`src/rtl/hsk_pkg.sv`:
```
package hsk_pkg;

  typedef enum logic [2:0] {
    ST_IDLE,
    ST_REQ,
    ST_WAIT,
    ST_SAMPLE,
    ST_ACK,
    ST_RELEASE,
    ST_DONE
  } hskState_t;

  // strobes from control to datapath
  typedef struct packed {
    logic cntClr;   // restart the pulse-width counter
    logic capLoad;  // latch the device bus
  } ctrlStrb_t;

endpackage

```
`src/rtl/hsk_sync.sv`:
```
module hsk_sync #(
  parameter int STAGES = 2
) (
  input  logic clk,
  input  logic rstN,
  input  logic asyncIn,
  output logic syncOut
);
  logic [STAGES-1:0] chain;

  always_ff @(posedge clk or negedge rstN) begin
    if (!rstN) chain <= '0;
    else       chain <= {chain[STAGES-2:0], asyncIn};
  end

  assign syncOut = chain[STAGES-1];
endmodule

```
`src/rtl/hsk_datapath.sv`:
```
module hsk_datapath
  import hsk_pkg::*;
#(
  parameter int DATA_W    = 8,
  parameter int PULSE_CYC = 3
) (
  input  logic              clk,
  input  logic              rstN,
  input  ctrlStrb_t         strb,
  input  logic [DATA_W-1:0] devData,
  output logic [DATA_W-1:0] capByte,
  output logic              pulseDone
);
  localparam int CNT_W = (PULSE_CYC < 2) ? 1 : $clog2(PULSE_CYC);
  localparam logic [CNT_W-1:0] CNT_LAST = CNT_W'(PULSE_CYC - 1);

  logic [CNT_W-1:0] pulseCnt;
  logic [DATA_W-1:0] capReg;

  // saturating width counter shared by request and acknowledge pulses
  always_ff @(posedge clk or negedge rstN) begin
    if (!rstN)                    pulseCnt <= '0;
    else if (strb.cntClr)         pulseCnt <= '0;
    else if (pulseCnt != CNT_LAST) pulseCnt <= pulseCnt + 1'b1;
  end

  always_ff @(posedge clk or negedge rstN) begin
    if (!rstN)             capReg <= '0;
    else if (strb.capLoad) capReg <= devData;
  end

  assign pulseDone = (pulseCnt == CNT_LAST);
  assign capByte   = capReg;
endmodule

```
`src/rtl/hsk_ctrl.sv`:
```
module hsk_ctrl
  import hsk_pkg::*;
(
  input  logic      clk,
  input  logic      rstN,
  input  logic      startStb,
  input  logic      rdySync,
  input  logic      pulseDone,
  output ctrlStrb_t strb,
  output logic      reqOut,
  output logic      ackOut,
  output logic      busy,
  output logic      doneStb
);
  hskState_t state, stateNxt;

  always_ff @(posedge clk or negedge rstN) begin
    if (!rstN) state <= ST_IDLE;
    else       state <= stateNxt;
  end

  always_comb begin
    stateNxt     = state;
    strb.cntClr  = 1'b0;
    strb.capLoad = 1'b0;
    unique case (state)
      ST_IDLE: if (startStb) begin
        stateNxt    = ST_REQ;
        strb.cntClr = 1'b1;
      end
      ST_REQ:     if (pulseDone) stateNxt = ST_WAIT;
      ST_WAIT:    if (rdySync)   stateNxt = ST_SAMPLE;
      ST_SAMPLE: begin
        stateNxt     = ST_ACK;
        strb.capLoad = 1'b1;
        strb.cntClr  = 1'b1;
      end
      ST_ACK:     if (pulseDone) stateNxt = ST_RELEASE;
      ST_RELEASE: if (!rdySync)  stateNxt = ST_DONE;
      ST_DONE:    stateNxt = ST_IDLE;
      default:    stateNxt = ST_IDLE;
    endcase
  end

  assign reqOut  = (state == ST_REQ);
  assign ackOut  = (state == ST_ACK);
  assign doneStb = (state == ST_DONE);
  assign busy    = (state != ST_IDLE);
endmodule

```
`src/rtl/hsk_byte_fetch.sv`:
```
module hsk_byte_fetch
  import hsk_pkg::*;
#(
  parameter int DATA_W    = 8,
  parameter int PULSE_CYC = 3,
  parameter int SYNC_STG  = 2
) (
  input  logic              clk,
  input  logic              rstN,
  input  logic              startStb,
  output logic              busy,
  output logic              doneStb,
  output logic [DATA_W-1:0] capByte,
  output logic              reqOut,
  input  logic              rdyIn,
  output logic              ackOut,
  input  logic [DATA_W-1:0] devData
);
  ctrlStrb_t strb;
  logic      rdySync;
  logic      pulseDone;

  hsk_sync #(.STAGES(SYNC_STG)) uSync (
    .clk(clk), .rstN(rstN), .asyncIn(rdyIn), .syncOut(rdySync)
  );

  hsk_ctrl uCtrl (
    .clk(clk), .rstN(rstN), .startStb(startStb), .rdySync(rdySync),
    .pulseDone(pulseDone), .strb(strb), .reqOut(reqOut), .ackOut(ackOut),
    .busy(busy), .doneStb(doneStb)
  );

  hsk_datapath #(.DATA_W(DATA_W), .PULSE_CYC(PULSE_CYC)) uDp (
    .clk(clk), .rstN(rstN), .strb(strb), .devData(devData),
    .capByte(capByte), .pulseDone(pulseDone)
  );
endmodule

```
`config.mk`:
```
export PLATFORM = sky130hd
export DESIGN_NAME = hsk_byte_fetch
export DESIGN_NICKNAME = d
export VERILOG_FILES = /design/src/rtl/hsk_pkg.sv /design/src/rtl/hsk_sync.sv /design/src/rtl/hsk_datapath.sv /design/src/rtl/hsk_ctrl.sv /design/src/rtl/hsk_byte_fetch.sv
export SDC_FILE = /design/constraint.sdc
export NUM_CORES = 1
export LEC_CHECK = 0
export BUFFER_PORTS_ARGS = -buffer_cell sky130_fd_sc_hd__buf_2
export CORE_MARGIN = 2
export CORE_UTILIZATION = 46
export CTS_CLUSTER_DIAMETER = 200
export DETAILED_ROUTE_END_ITERATION = 10
export GPL_TIMING_DRIVEN = 0
export HOLD_SLACK_MARGIN = 0.05
export PLACE_DENSITY_LB_ADDON = 0.15
export SETUP_SLACK_MARGIN = 0.2
export SYNTH_ARGS = -nofsm -noshare
export SYNTH_HDL_FRONTEND = slang
export SYNTH_SLANG_ARGS = --single-unit
```
`constraint.sdc`:
```
create_clock -name clk -period 1.7 [get_ports clk]
set_input_delay 0.085 -clock clk [delete_from_list [all_inputs] [get_ports clk]]
set_output_delay 0.085 -clock clk [all_outputs]
set_load 0.01 [all_outputs]
```
==> flow_metrics.env, run 1 <==
export IMPL_timing_critical_path_fanout_max=10
export IMPL_fill_cells=104
export IMPL_firstDrtPassIters=3
export IMPL_maximum_number_of_pins_on_one_net_before_global_route_repair=16
export IMPL_detailedRoute_firstIterationViolations=4
export IMPL_synth_area_mux_share_pct=16.6
export IMPL_timing_critical_path_arrival_ns=1.37
export IMPL_worst_path_max_delay_cell="or3_2"
export IMPL_hold_viol=0
export IMPL_power_per_cell_area_nw_per_um2=1630
export IMPL_worst_ep_required_time_ns=1.62
export IMPL_antenna_cells_inserted=0
export IMPL_timing_final_max_slew_violations=0
export IMPL_chipHeight_um=42.2
export IMPL_synth_top_family_by_area="multiplexers"
export IMPL_layout_cell_share_with_drive_strength_beyond_1_pct=50.0
export IMPL_skew_pair_late_insertion_delay_ns=0.27
export IMPL_htree_num_levels=1
export IMPL_totalNegativeSetupSlack_ns=0
export IMPL_start_util_pct=50.4
export IMPL_p_leak_uw=0.000477
export IMPL_ys_types=20
export IMPL_fin_util_pct=71.1
export IMPL_detailroute_via_count=507
export IMPL_power_clock_fraction_pct=12.5
export IMPL_synth_net_count=64
export IMPL_worst_slack_ns=0.247
export IMPL_total_switching_power_uw=543
export IMPL_fin_cells=105
export IMPL_dieWidth_um=42.2
export IMPL_setup_viol=0
export IMPL_syn_mean_instance_area_um2=13.2
export IMPL_vdd_ir_drop_max_mv=0.822
export IMPL_globalRoute_totalOverflow=0
export IMPL_timing_final_crit_period_ns=1.45
export IMPL_synth_yosys_warnings=0
export IMPL_p_int_uw=1010
export IMPL_layout_common_cells="buf_2, dfrtp_1, dlygate4sd3_1, mux2_2, nor2_1"
export IMPL_ys_seq_area_share_pct=55.9
export IMPL_dp_worst_setup_slack_ns=0.447
export IMPL_grt_pass1_vias=437
export IMPL_crit_buf_inv=2
export IMPL_netSwitchingFraction_pct=35.0
export IMPL_core_area_um2=1330
export IMPL_leading_cell_type_in_the_layout_fill_and_taps_excluded="buf_2"
export IMPL_max_slew_margin_pct=78.0
export IMPL_synthSimpleGateAreaFrac_pct=14.3
export IMPL_synth_compound_area_share_pct=5.59
export IMPL_share_seq_of_total_power_pct=38.5
export IMPL_numCtsBuffers=3
export IMPL_unrepaired_setup_endpoints_after_global_routing="no"
export IMPL_fin_nets=104
export IMPL_comb_power_share_pct=49.1
export IMPL_detail_route_wirelength_um=1190
export IMPL_first_pass_grt_wire_length_um=1890
export IMPL_critical_path_top_delay_family="simple AND/OR/NAND/NOR gates"
export IMPL_area_growth_syn_to_layout_pct=41.2
export IMPL_dp_cells=89
export IMPL_ctsLongestPathBuffers=2
export IMPL_skew_ns=0.00206
export IMPL_synth_xor_area_share_pct=1.30
export IMPL_final_period_utilization_pct=85.5
export IMPL_gp_routability_congestion=0.687
export IMPL_worst_hold_path_type="in2reg"
export IMPL_setup_worst_path_end_class="output port"
export IMPL_clock_sinks=15
export IMPL_route_detailed_vias_per_inst=4.83
export IMPL_max_cap_violations=0
export IMPL_yosys_area_share_adder_pct=1.86
export IMPL_floorplan_io_pins=24
export IMPL_status="finished clean"
export IMPL_worst_slew_pin_slew_ns=0.331
export IMPL_detail_route_drc_violations=0
export IMPL_design_die_area_um2=1780
export IMPL_route_detailed_wl_per_inst_um=11.4
export IMPL_mappedNetlistArea_um2=672
export IMPL_highest_clock_frequency_the_design_can_meet_ghz=0.688
export IMPL_critical_path_class="reg2out"
export IMPL_cp_start_kind="flop"
export IMPL_postSynthRegisterBits=15
export IMPL_cts_tree="built"
export IMPL_power_uw=1550
export IMPL_netlist_instances=51
export IMPL_timing_critical_path_cells="buf_6, or3_2, buf_2"
export IMPL_initial_antenna_violation_count=0
export IMPL_residual_antenna_violating_net_count_after_detailed_routing=0
export IMPL_critPathMaxStageDelay_ns=0.43
export IMPL_clk_transition_reported_paths_ns=0.08
export IMPL_overall_global_routing_usage_pct=13.8
export IMPL_buffer_ports_inserted=23
export IMPL_std_cell_rows=13
export IMPL_clock_root_buffer="clkbuf_4"
==> cell usage after synthesis, drive strengths merged <==
| cell | number | area (µm²) |
|---|---|---|
| and3 | 1 | 7.51 |
| xor2 | 1 | 8.76 |
| o211ai | 2 | 15.0 |
| a21oi | 2 | 13.8 |
| or3 | 1 | 7.51 |
| or3b | 1 | 11.3 |
| inv | 2 | 7.51 |
| nand4b | 1 | 8.76 |
| mux2 | 9 | 101 |
| nand2b | 1 | 6.26 |
| nor3 | 1 | 5.00 |
| ha | 1 | 12.5 |
| nor2 | 5 | 18.8 |
| o32ai | 1 | 8.76 |
| buf | 2 | 22.5 |
| mux2i | 1 | 10.0 |
| nand2 | 3 | 11.3 |
| dfrtp | 15 | 375 |
| nand3b | 1 | 20.0 |
==> flip-flops by register name, summed over array words and instances (netlist names) <==
signal and count:
uDp.pulseCnt 2, uSync.chain 2, uDp.capByte 8, uCtrl.state 3
==> cell type report <==
class | count | area, µm² | share of cell area [%]
Buffer | 2 | 22.5 | 2.37
Clock buffer | 4 | 26.3 | 2.77
Inverter | 2 | 7.51 | 0.792
Multi-Input combinational cell | 32 | 267 | 28.1
Sequential cell | 15 | 377 | 39.7
Tap cell | 15 | 18.8 | 1.98
Timing Repair Buffer | 35 | 230 | 24.3
==> tightest hold or removal path: cells and delay by family <==
kind | cells | cell delay (ns)
AOI/OAI and AO/OA | 2 | 0.16
buffers and inverters | 1 | 0.09
==> metal layers <==
layer / share of wire, % / GRT usage [%]
met1: 51 / 20.6
met2: 45 / 18.8
met3: 4.3 / 3.88
met4: 0 / 5.63
met5: 0 / 0
==> power groups by stage <==
stage / registers (µW) / clock network, µW / logic [µW]
2_1_floorplan: 647 / 0 / 452
3_3_place_gp: 600 / 0 / 696
3_5_place_dp: 607 / 0 / 717
4_1_cts: 600 / 200 / 735
5_1_grt: 615 / 219 / 843
6_report: 596 / 193 / 760
==> per-stage QoR <==
stage                     hold WS [ns]  instance area (µm²)
final                            0.105                  948
after global routing             0.122                  948
after CTS                       0.0957                  932
after detailed placement      0.000830                  806
after global placement         0.00106                  806
after floorplan                 -0.211                  672
==> kinds of logic after synthesis <==
logic type	Yosys count
AO/OA/AOI/OAI	5
XOR/XNOR	1
adder cells (fa/ha/maj)	1
buffers and inverters	4
flip-flops	15
multiplexers	10
AND/OR/NAND/NOR	15
==> repair_timing <==
action                     4_1_cts  5_1_grt
setup endpoints to repair        0        1
resized for setup                0        1
hold buffers                    10        0
hold endpoints to repair        24        0
setup buffers                    0        2
==> final timing paths <==
check                                       startpoint                          to  slack, ns  depth (start not counted)
min                                           startStb  uCtrl.state[0]$_DFFE_PN0P_       0.10                          3
min in group asynchronous                         rstN  uDp.capByte[5]$_DFFE_PN0P_       0.23                          2
max in group asynchronous                         rstN  uCtrl.state[2]$_DFFE_PN0P_       1.20                          2
max                         uCtrl.state[1]$_DFFE_PN0P_                        busy       0.25                          3
min reg2reg                   uSync.chain[0]$_DFF_PN0_    uSync.chain[1]$_DFF_PN0_       0.35                          0
max reg2reg                uDp.pulseCnt[0]$_DFFE_PN0P_  uCtrl.state[1]$_DFFE_PN0P_       0.43                          5
Power figures use the tool's default switching activity.
==> inputs of run 2 (changes only) <==
Settings changed: CAP_MARGIN set to 20, HOLD_SLACK_MARGIN 0.05 to 0.15, RECOVER_POWER set to 50.
==> flow_metrics.env, run 2 (synthesis gave the netlist of run 1 again) <==
export IMPL_grt_pass1_vias=437
export IMPL_detail_route_wirelength_um=1190
export IMPL_floorplan_io_pins=24
export IMPL_timing_final_crit_period_ns=1.45
export IMPL_layout_cell_share_with_drive_strength_beyond_1_pct=45.1
export IMPL_worst_hold_path_type="reg2reg"
export IMPL_first_pass_grt_wire_length_um=1890
export IMPL_clock_root_buffer="clkbuf_4"
export IMPL_hold_start="uSync.chain[0]$_DFF_PN0_"
export IMPL_gp_routability_congestion=0.687
export IMPL_vdd_ir_drop_max_mv=0.818
export IMPL_route_detailed_vias_per_inst=4.84
export IMPL_worst_ep_required_time_ns=1.62
export IMPL_dieWidth_um=42.2
export IMPL_layout_common_cells="buf_2, dfrtp_1, dlygate4sd3_1, mux2_2"
export IMPL_grt_use_met1_pct=20.6
export IMPL_setup_viol=0
export IMPL_htree_num_levels=1
export IMPL_fin_nets=105
export IMPL_critical_path_reg2reg_endpoint="uCtrl.state[1]$_DFFE_PN0P_"
export IMPL_cp_start_kind="flop"
export IMPL_leading_cell_type_in_the_layout_fill_and_taps_excluded="buf_2"
export IMPL_globalRoute_totalOverflow=0
export IMPL_unrepaired_setup_endpoints_after_global_routing="no"
export IMPL_fill_cells=104
export IMPL_detailedRoute_firstIterationViolations=6
export IMPL_cts_tree="built"
export IMPL_core_area_um2=1330
export IMPL_max_slew_margin_pct=47.2
export IMPL_critPathMaxStageDelay_ns=0.43
export IMPL_crit_buf_inv=2
export IMPL_final_period_utilization_pct=85.6
export IMPL_critical_path_class="reg2out"
export IMPL_area_growth_syn_to_layout_pct=41.9
export IMPL_route_detailed_wl_per_inst_um=11.2
export IMPL_reg2reg_depth=5
export IMPL_chipHeight_um=42.2
export IMPL_p_leak_uw=0.000470
export IMPL_timing_critical_path_cells="buf_6, or3_2, buf_2"
export IMPL_skew_ns=0.00122
export IMPL_number_of_flip_flops_under_the_largest_register_name=8
export IMPL_worst_path_max_delay_cell="or3_2"
export IMPL_globalRoute_busiestLayer="met1"
export IMPL_met3_track_demand_over_resource_in_global_routing_pct=3.88
export IMPL_groute_layer_met2_usage_pct=18.8
export IMPL_residual_antenna_violating_net_count_after_detailed_routing=0
export IMPL_setup_worst_path_end_class="output port"
export IMPL_clk_transition_reported_paths_ns=0.08
export IMPL_detailroute_via_count=513
export IMPL_overall_global_routing_usage_pct=13.8
export IMPL_start_util_pct=50.4
export IMPL_r2r_start="uDp.pulseCnt[0]$_DFFE_PN0P_"
export IMPL_status="finished clean"
export IMPL_startpoint="uCtrl.state[1]$_DFFE_PN0P_"
export IMPL_timing_critical_path_fanout_max=10
export IMPL_skew_pair_late_insertion_delay_ns=0.27
export IMPL_register_area_um2=377
export IMPL_detail_route_drc_violations=0
export IMPL_totalNegativeSetupSlack_ns=0
export IMPL_reg2reg_slack_ns=0.43
export IMPL_firstDrtPassIters=3
export IMPL_power_per_cell_area_nw_per_um2=1610
export IMPL_maximum_number_of_pins_on_one_net_before_global_route_repair=16
export IMPL_design_die_area_um2=1780
export IMPL_fin_util_pct=71.5
export IMPL_std_cell_rows=13
export IMPL_timing_final_max_slew_violations=0
export IMPL_antenna_cells_inserted=0
export IMPL_highest_clock_frequency_the_design_can_meet_ghz=0.687
export IMPL_worst_slew_pin_slew_ns=0.792
export IMPL_multi_input_comb_area_um2=267
export IMPL_critical_path_top_delay_family="simple AND/OR/NAND/NOR gates"
export IMPL_max_cap_violations=0
export IMPL_timing_critical_path_arrival_ns=1.37
export IMPL_buffer_ports_inserted=23
export IMPL_ctsLongestPathBuffers=2
export IMPL_numCtsBuffers=3
export IMPL_hold_viol=0
export IMPL_initial_antenna_violation_count=0
export IMPL_worstHoldPathCells=0
export IMPL_hold_path_end="uSync.chain[1]$_DFF_PN0_"
export IMPL_clock_sinks=15
-- run 2: changes by cell type in the layout (fill, tap and decap cells not counted), sizes merged --
cell,change
buf,-4
dlygate4sd3,+1
clkbuf,+4
-- run 2: worst max path at each step --
stage	slack, ns	cells past startpoint	endpoint
2_1_floorplan	0.52	4	uDp.pulseCnt[0]$_DFFE_PN0P_
3_3_place_gp	0.46	5	uCtrl.state[1]$_DFFE_PN0P_
4_1_cts	0.22	2	busy
3_5_place_dp	0.45	5	uCtrl.state[1]$_DFFE_PN0P_
6_report	0.25	3	busy
5_1_grt	0.20	3	busy
-- run 2: final cells by class --
cell class                 count  area share (%)
inverter                       2           0.787
tap                           15            1.97
timing repair buffer          36            24.7
multi-input combinational     32            28.0
clock buffer                   4            2.76
buffer                         2            2.36
sequential                    15            39.5
-- run 2: timing repair --
item / in CTS / in global routing
resized for setup: 0 / 1
hold buffers: 11 / 0
buffers inserted: 0 / 2
hold endpoints to repair: 25 / 0
setup endpoints to repair: 0 / 1
-- run 2: power breakdown --
group          total (µW)  switching, µW  internal [µW]  leakage [µW]
clock network         191            101           90.9     0.0000150
logic                 752            359            393      0.000277
registers             596           81.4            515      0.000178
-- run 2: metal layers --
metal / wire [µm] / part of all wire (%)
met1: 591 / 50
met2: 544 / 46
met3: 52 / 4.4
met4: 0 / 0
met5: 0 / 0
-- run 2: through the flow --
stage               setup WS (ns)  total power, µW  hold slack (ns)  cells  area [µm²]
finish                      0.245             1540            0.353    106         953
global route                0.202             1670            0.352    106         953
CTS                         0.217             1540            0.232    104         942
detailed placement          0.447             1320         0.000830     89         806
global placement            0.456             1300          0.00106     89         806
floorplan                   0.518             1100           -0.211     51         672
==> inputs of run 3 (changes only) <==
Settings changed: CELL_PAD_IN_SITES_DETAIL_PLACEMENT set to 1, CELL_PAD_IN_SITES_GLOBAL_PLACEMENT set to 1, CORE_UTILIZATION 46 to 36, CTS_CLUSTER_SIZE set to 8.
==> flow_metrics.env, run 3 (synthesis gave the netlist of run 1 again) <==
export IMPL_highest_clock_frequency_the_design_can_meet_ghz=0.678
export IMPL_chipHeight_um=47.2
export IMPL_floorplan_io_pins=24
export IMPL_route_detailed_wl_per_inst_um=12.7
export IMPL_overall_global_routing_usage_pct=14.9
export IMPL_setup_worst_path_end_class="flop"
export IMPL_initial_antenna_violation_count=0
export IMPL_route_detailed_vias_per_inst=4.50
export IMPL_worst_hold_path_type="reg2reg"
export IMPL_max_slew_margin_pct=45.1
export IMPL_met3_track_demand_over_resource_in_global_routing_pct=3.46
export IMPL_p_leak_uw=0.000484
export IMPL_power_per_cell_area_nw_per_um2=1630
export IMPL_unrepaired_setup_endpoints_after_global_routing="no"
export IMPL_dp_worst_setup_slack_ns=0.426
export IMPL_timing_final_max_slew_violations=0
export IMPL_leading_cell_type_in_the_layout_fill_and_taps_excluded="buf_2"
export IMPL_skew_pair_late_insertion_delay_ns=0.27
export IMPL_fin_util_pct=56.8
export IMPL_layout_common_cells="buf_2, dfrtp_1, dlygate4sd3_1, mux2_2, clkbuf_1"
export IMPL_worst_slack_ns=0.226
export IMPL_buffer_ports_inserted=23
export IMPL_start_util_pct=38.5
export IMPL_detail_route_wirelength_um=1520
export IMPL_timing_final_crit_period_ns=1.47
export IMPL_globalRoute_busiestLayer="met2"
export IMPL_number_of_flip_flops_under_the_largest_register_name=8
export IMPL_fin_nets=108
export IMPL_grt_use_met1_pct=18.6
export IMPL_detail_route_drc_violations=0
export IMPL_skew_ns=0.00249
export IMPL_clk_transition_reported_paths_ns=0.09
export IMPL_core_area_um2=1750
export IMPL_timing_critical_path_arrival_ns=1.64
export IMPL_detailedRoute_firstIterationViolations=2
export IMPL_cts_tree="built"
export IMPL_reg2reg_depth=5
export IMPL_clock_root_buffer="clkbuf_4"
export IMPL_dp_cells=99
export IMPL_htree_num_levels=1
export IMPL_first_pass_grt_wire_length_um=2240
export IMPL_std_cell_rows=15
export IMPL_hold_viol=0
export IMPL_status="finished clean"
export IMPL_critical_path_class="reg2reg"
export IMPL_antenna_cells_inserted=0
export IMPL_totalNegativeSetupSlack_ns=0
export IMPL_smallest_hold_slack_ns=0.356
export IMPL_max_cap_violations=0
export IMPL_numCtsBuffers=3
export IMPL_area_growth_syn_to_layout_pct=47.5
export IMPL_worstHoldPathCells=0
export IMPL_worst_ep_required_time_ns=1.87
export IMPL_grt_pass1_vias=499
export IMPL_timing_critical_path_fanout_max=7
export IMPL_firstDrtPassIters=4
export IMPL_globalRoute_totalOverflow=0
export IMPL_cp_start_kind="flop"
export IMPL_fin_cells=119
export IMPL_groute_layer_met2_usage_pct=24.7
export IMPL_final_period_utilization_pct=86.7
export IMPL_layout_cell_share_with_drive_strength_beyond_1_pct=45.7
export IMPL_clock_sinks=15
export IMPL_residual_antenna_violating_net_count_after_detailed_routing=0
export IMPL_vdd_ir_drop_max_mv=0.716
export IMPL_design_die_area_um2=2230
export IMPL_ctsLongestPathBuffers=2
export IMPL_worst_slew_pin_slew_ns=0.823
export IMPL_gp_routability_congestion=0.694
export IMPL_detailroute_via_count=535
export IMPL_dieWidth_um=47.2
export IMPL_setup_viol=0
export IMPL_maximum_number_of_pins_on_one_net_before_global_route_repair=16
[run 3: cell types whose count changed in the layout (fill, tap and decap cells not counted)]
cell	previous run	this run
buf_4	2	5
buf_2	19	18
clkbuf_1	5	6
or3_2	1	0
or3_4	0	1
[run 3: worst paths after layout]
kind | from | end | slack (ns)
max reg2reg | uCtrl.state[1]$_DFFE_PN0P_ | uDp.pulseCnt[0]$_DFFE_PN0P_ | 0.23
max | uCtrl.state[1]$_DFFE_PN0P_ | uDp.pulseCnt[0]$_DFFE_PN0P_ | 0.23
min | uSync.chain[0]$_DFF_PN0_ | uSync.chain[1]$_DFF_PN0_ | 0.36
max in group asynchronous | rstN | uCtrl.state[2]$_DFFE_PN0P_ | 0.71
min in group asynchronous | rstN | uDp.capByte[0]$_DFFE_PN0P_ | 0.43
min reg2reg | uSync.chain[0]$_DFF_PN0_ | uSync.chain[1]$_DFF_PN0_ | 0.36
[run 3: where the power goes]
part	internal [µW]	switching [µW]	total (µW)	leakage [µW]
Combinational	430	386	817	0.000292
Clock	90.8	107	198	0.0000150
Sequential	515	83.9	599	0.000178
[run 3: metrics by stage]
step / area (µm²) / power, µW
after floorplan: 672 / 1100
after global placement: 818 / 1310
after detailed placement: 818 / 1350
after CTS: 955 / 1570
after global routing: 991 / 1760
final: 991 / 1610
[run 3: per-layer routing]
layer / up-vias / wire length, µm
li1: 263 / -
met1: 260 / 673
met2: 10 / 788
met3: 2 / 44
met4: 0 / 9
met5: - / 0
[run 3: critical path, cell delays in order, from the launching register on]
cell and delay (ns):
dfrtp_1 0.36, clkbuf_1 0.20, buf_4 0.19, or3b_4 0.38, a21oi_2 0.16, nor2_1 0.06
[run 3: final cells by class]
cell class | instances | area, µm²
inverters | 2 | 7.51
flip-flops and latches | 15 | 377
clock buffers | 4 | 26.3
well taps | 25 | 31.3
repair buffers | 39 | 264
plain buffers | 2 | 15.0
fillers | 200 | 754
multi-input cells | 32 | 270
[run 3: what timing repair did]
| action | CTS | global route |
|---|---|---|
| gates resized for setup | 0 | 3 |
| hold buffers | 11 | 0 |
| buffers inserted | 0 | 5 |
| hold endpoints to repair | 25 | 0 |
| setup endpoints to repair | 0 | 1 |
